File: src/rtl/ipl_pkg.sv
package ipl_pkg;
    localparam int REQ_W  = 32;
    localparam int LVL_W  = 5;
    localparam int AST_W  = 4;
    localparam int SW_LO  = 4;
    localparam int SW_HI  = 18;
    localparam int EXT_LO = 20;
    localparam int EXT_HI = 30;

    // Contiguous bit mask from lo to hi inclusive.
    function automatic logic [REQ_W-1:0] span_mask(input int lo, input int hi);
        logic [REQ_W-1:0] m;
        m = '0;
        for (int b = 0; b < REQ_W; b++) begin
            if (b >= lo && b <= hi) m[b] = 1'b1;
        end
        return m;
    endfunction

    localparam logic [REQ_W-1:0] SW_MASK  = span_mask(SW_LO, SW_HI);
    localparam logic [REQ_W-1:0] EXT_MASK = span_mask(EXT_LO, EXT_HI);

    // Result of scanning one request source.
    typedef struct packed {
        logic             hit;
        logic [LVL_W-1:0] lvl;
        logic [REQ_W-1:0] sum;
    } ipl_cand_t;
endpackage

File: src/rtl/ipl_swreq_reg.sv
module ipl_swreq_reg
    import ipl_pkg::*;
(
    input  logic             clk,
    input  logic             rst,
    input  logic             we,
    input  logic [REQ_W-1:0] wdata,
    output logic [REQ_W-1:0] q
);
    always_ff @(posedge clk) begin
        if (rst) begin
            q <= '0;
        end else if (we) begin
            q <= wdata & SW_MASK;
        end
    end
endmodule

File: src/rtl/ipl_range_scan.sv
module ipl_range_scan
    import ipl_pkg::*;
#(
    parameter int LO   = SW_LO,
    parameter int HI   = SW_HI,
    parameter int BASE = SW_LO - 1
) (
    input  logic [REQ_W-1:0] req,
    output ipl_cand_t        cand
);
    localparam logic [REQ_W-1:0] MASK = span_mask(LO, HI);

    // Level that each bit position stands for.
    logic [LVL_W-1:0] bit_lvl [LO:HI];

    genvar g;
    generate
        for (g = LO; g <= HI; g++) begin : g_lvl
            assign bit_lvl[g] = LVL_W'(g - BASE);
        end
    endgenerate

    // Ascending scan: the highest active bit is the last one written.
    always_comb begin
        cand.hit = 1'b0;
        cand.lvl = '0;
        cand.sum = req & MASK;
        for (int i = LO; i <= HI; i++) begin
            if (req[i]) begin
                cand.hit = 1'b1;
                cand.lvl = bit_lvl[i];
            end
        end
    end
endmodule

File: src/rtl/ipl_merge.sv
module ipl_merge
    import ipl_pkg::*;
(
    input  ipl_cand_t        sw_c,
    input  ipl_cand_t        ext_c,
    input  logic [LVL_W-1:0] cur_lvl,
    output ipl_cand_t        win,
    output logic             fire
);
    always_comb begin
        win.hit = sw_c.hit | ext_c.hit;
        win.lvl = ext_c.hit ? ext_c.lvl : sw_c.lvl;
        win.sum = sw_c.sum | ext_c.sum;
        fire    = win.hit && (win.lvl != '0) && (win.lvl > cur_lvl);
    end
endmodule

File: src/rtl/ipl_eval.sv
module ipl_eval
    import ipl_pkg::*;
(
    input  logic             clk,
    input  logic             rst,
    input  logic             sw_we,
    input  logic [REQ_W-1:0] sw_wdata,
    input  logic [REQ_W-1:0] ext_req,
    input  logic [LVL_W-1:0] cur_lvl,
    input  logic [AST_W-1:0] ast_req,
    input  logic             eval_req,
    output logic             trap_o,
    output logic             ast_unsup_o,
    output logic [REQ_W-1:0] summary_o,
    output logic [LVL_W-1:0] int_id_o
);
    logic [REQ_W-1:0] sw_q;
    ipl_cand_t        sw_c;
    ipl_cand_t        ext_c;
    ipl_cand_t        win;
    logic             fire;
    logic             pend_q;

    ipl_swreq_reg u_swreg (
        .clk   (clk),
        .rst   (rst),
        .we    (sw_we),
        .wdata (sw_wdata),
        .q     (sw_q)
    );

    ipl_range_scan #(.LO(SW_LO), .HI(SW_HI), .BASE(SW_LO - 1)) u_sw_scan (
        .req  (sw_q),
        .cand (sw_c)
    );

    ipl_range_scan #(.LO(EXT_LO), .HI(EXT_HI), .BASE(0)) u_ext_scan (
        .req  (ext_req),
        .cand (ext_c)
    );

    ipl_merge u_merge (
        .sw_c    (sw_c),
        .ext_c   (ext_c),
        .cur_lvl (cur_lvl),
        .win     (win),
        .fire    (fire)
    );

    // Pending flag: set by the strobe, consumed by the evaluation it triggers.
    always_ff @(posedge clk) begin
        if (rst) begin
            pend_q      <= 1'b0;
            trap_o      <= 1'b0;
            ast_unsup_o <= 1'b0;
            summary_o   <= '0;
            int_id_o    <= '0;
        end else begin
            pend_q      <= eval_req;
            trap_o      <= pend_q && fire;
            ast_unsup_o <= pend_q && (ast_req != '0);
            if (pend_q && fire) begin
                summary_o <= win.sum;
                int_id_o  <= win.lvl;
            end
        end
    end
endmodule

File: config.mk
export PLATFORM = sky130hd
export DESIGN_NAME = ipl_eval
export DESIGN_NICKNAME = d
export VERILOG_FILES = /design/src/rtl/ipl_pkg.sv /design/src/rtl/ipl_swreq_reg.sv /design/src/rtl/ipl_range_scan.sv /design/src/rtl/ipl_merge.sv /design/src/rtl/ipl_eval.sv
export SDC_FILE = /design/constraint.sdc
export NUM_CORES = 1
export LEC_CHECK = 0
export ABC_AREA = 0
export BUFFER_PORTS_ARGS = -buffer_cell sky130_fd_sc_hd__buf_4
export CAP_MARGIN = 20
export CORE_MARGIN = 1
export CORE_UTILIZATION = 48
export DETAILED_ROUTE_END_ITERATION = 10
export GPL_TIMING_DRIVEN = 0
export PLACE_DENSITY = 0.76
export SYNTH_ARGS = -nofsm -noshare
export SYNTH_HDL_FRONTEND = slang
export SYNTH_HIERARCHICAL = 1
export SYNTH_SLANG_ARGS = --single-unit
File: constraint.sdc
create_clock -name clk -period 5.7 [get_ports clk]
set_clock_uncertainty 0.1 [all_clocks]
set_input_delay 1.14 -clock clk [delete_from_list [all_inputs] [get_ports clk]]
set_output_delay 1.14 -clock clk [all_outputs]
set_load 0.005 [all_outputs]
==> summary.md <==
| Metric | Value |
|---|---|
| DRT Pass-1 Iters | `4` |
| Hold Fails Final Rpt | `0` |
| Layout cell share with drive strength beyond 1 | `0.427` |
| FF-to-FF End | `summary_o[27]` |
| Hold crit path type | `reg -> reg` |
| Clock Tree Buf Depth | `2` |
| First-pass GRT wire length | `12000 um` |
| Tightest Pin Transition | `approximately 700 ps` |
| Clock sinks | `55` |
| # resized after CTS | `0` |
| Initial antenna violation count | `0` |
| Synth-to-Final Area Change | `26.3%` |
| Peak VDD IR | `between 100 and 150 uV` |
| Starting Density | `0.504` |
| Overflow left after global routing | `0` |
| Chip Width | `86.9 um` |
| Pins Over Slew Limit | `0` |
| N_diodes | `0` |
| Worst r2r src | `u_swreg/q[12]` |
| Input/output buffers | `76` |
| CP endpoint kind | `flop` |
| Cell Area, Placed | `roughly 0.0043 mm2` |
| CTS root buf | `clkbuf_8` |
| Drt initial violations | `59` |
| Synth Instances | `399` |
| Final net count | `roughly 600` |
| Post-route setup TNS | `0 ps` |
| WS Path Type | `in -> reg` |
| Hold Buf Count CTS | `0` |
| Final antenna-violating net count | `0` |
| R2r worst-path depth | `12` |
| Status | `finished clean` |
| Final Setup Violations | `0` |
| Fin area | `0.00437 mm2` |
| CP Launch Type | `input port` |
| Total I/O pin count | `116` |
| Peak Freq | `0.222 GHz` |
| CTS tree | `built` |
| H-tree depth | `2` |
| Critical-path top delay cell | `or4_1` |
| Arr. time, crit path | `4650 ps` |
| CP delay by family, top | `simple AND/OR/NAND/NOR gates` |
| Max-capacitance violation count | `0` |
| Later-pin clock latency in the skew report | `310 ps` |
| DR vias/cell | `4.64` |
| Leak pwr | `2.14 nW` |
| Post-route worst setup slack | `1190 ps` |
| Hold Path Stages | `2` |
| Critical-path cell list | `buf_4 -> or4_1 -> or4_4 -> nand2b_4 -> buf_4 -> buf_6 -> mux2_4 -> ha_1 -> nand4_1 -> nor2_1 -> nor2_1 -> a211oi_1 -> buf_6 -> buf_2 -> nand3_1 -> a21oi_2` |
| Final Cycle Share | `0.791` |
| Worst-path maximum fanout | `10` |
| Post-Route WL | `just over 7000 um` |
| Synth warn | `6` |
| Vias post-DR | `2857` |
| Hold EP | `u_swreg/q[6]` |
| Vias in the first global route | `about 2700` |
| CTS buffer count | `5` |
| Cell Rows | `30` |
| Die area | `0.00755 mm2` |
| # Post-CTS Setup Buffers | `0` |
| Hold Path Origin | `u_swreg/q[6]` |
| Final critical-path required period | `4510 ps` |
| Die Y | `86.9 um` |
| Dpl ws | `881 ps` |
| R2r setup slk | `2620 ps` |
| Power, Total | `0.000843 W` |
| PwrDens | `193 mW/mm2` |
| Post-synthesis cell area | `0.00346 mm2` |
| Routability congestion estimate | `0.770` |
| DRC violations left | `0` |
| Worst slew margin | `0.537` |
| Pin count of the biggest net entering global routing | `16` |
| Core Area | `just under 0.007 mm2` |
| Wirelength per Cell | `roughly 12 um` |
| Clk slew on worst S/H paths | `90 ps` |
| Post-Syn Area per Cell | `8.67 um2` |
| CP Buf/Inv Count | `5` |
| HPWL after detailed placement | `~5600 um` |
| Fin util | `0.636` |
| Slowest stage delay, CP | `550 ps` |
| RSZ-0062 raised after global routing | `no` |
| CP Data Required Time | `between 5000 and 6000 ps` |
| GR Util All Layers | `0.199` |
[layer usage]
layer	vias to the layer above	wire (um)	global-route usage
met5	-	0	0
met2	60	3610	0.374
met3	4	262	0.0246
met4	0	35	0.0500
li1	1505	-	-
met1	1288	3290	0.238
[tightest hold or removal path, stage by stage, from the launching register on]
cell and delay (ps):
dfxtp_1 350, mux2i_1 130, nor2_1 50
[report_power, final]
group / switching, W / internal [W]
Combinational: 0.0000878 / 0.000124
Clock: 0.000121 / 0.0000866
Sequential: 0.0000171 / 0.000406
[through the flow]
step | instances | hold WS (ps)
floorplan | 436 | 409
global placement | 608 | 446
detailed placement | 608 | 454
CTS | 616 | 469
global route | 616 | 489
finish | 616 | 469
[how the worst max path moves through the flow]
stage / slack (ps) / cells past startpoint / endpoint / from
floorplan: 1310 / 15 / summary_o[27] / ext_req[25]
global placement: 940 / 16 / summary_o[27] / ext_req[25]
detailed placement: 880 / 16 / summary_o[24] / ext_req[25]
CTS: 1190 / 16 / summary_o[24] / ext_req[25]
global route: 910 / 16 / summary_o[25] / ext_req[25]
finish: 1190 / 16 / summary_o[27] / ext_req[25]
[cells in the final DEF (no fill, tap or decap), types with 12 or more instances in the layout]
cell       n
buf_4    148
dfxtp_1   55
conb_1    39
a21oi_1   38
nand3_1   37
or2_2     33
nor2_1    31
a21bo_1   25
mux2i_1   15
a21bo_2   12
[flip-flops by register name, indices dropped and copies added, names as in the netlist]
| register | cells |
|---|---|
| summary_o | 32 |
| u_swreg/q | 15 |
| int_id_o | 5 |
| ast_unsup_o | 1 |
| pend_q | 1 |
| trap_o | 1 |
[layout make-up]
class / count / area (um2)
fill: 638 / 2500
multi-input combinational: 282 / 1790
sequential: 55 / 1100
buffer: 90 / 677
timing repair buffer: 76 / 571
tap: 96 / 120
clock buffer: 7 / 76.3
inverter: 9 / 33.8
clock inverter: 1 / 5.00
No activity file was read; power rests on OpenSTA's default activity.
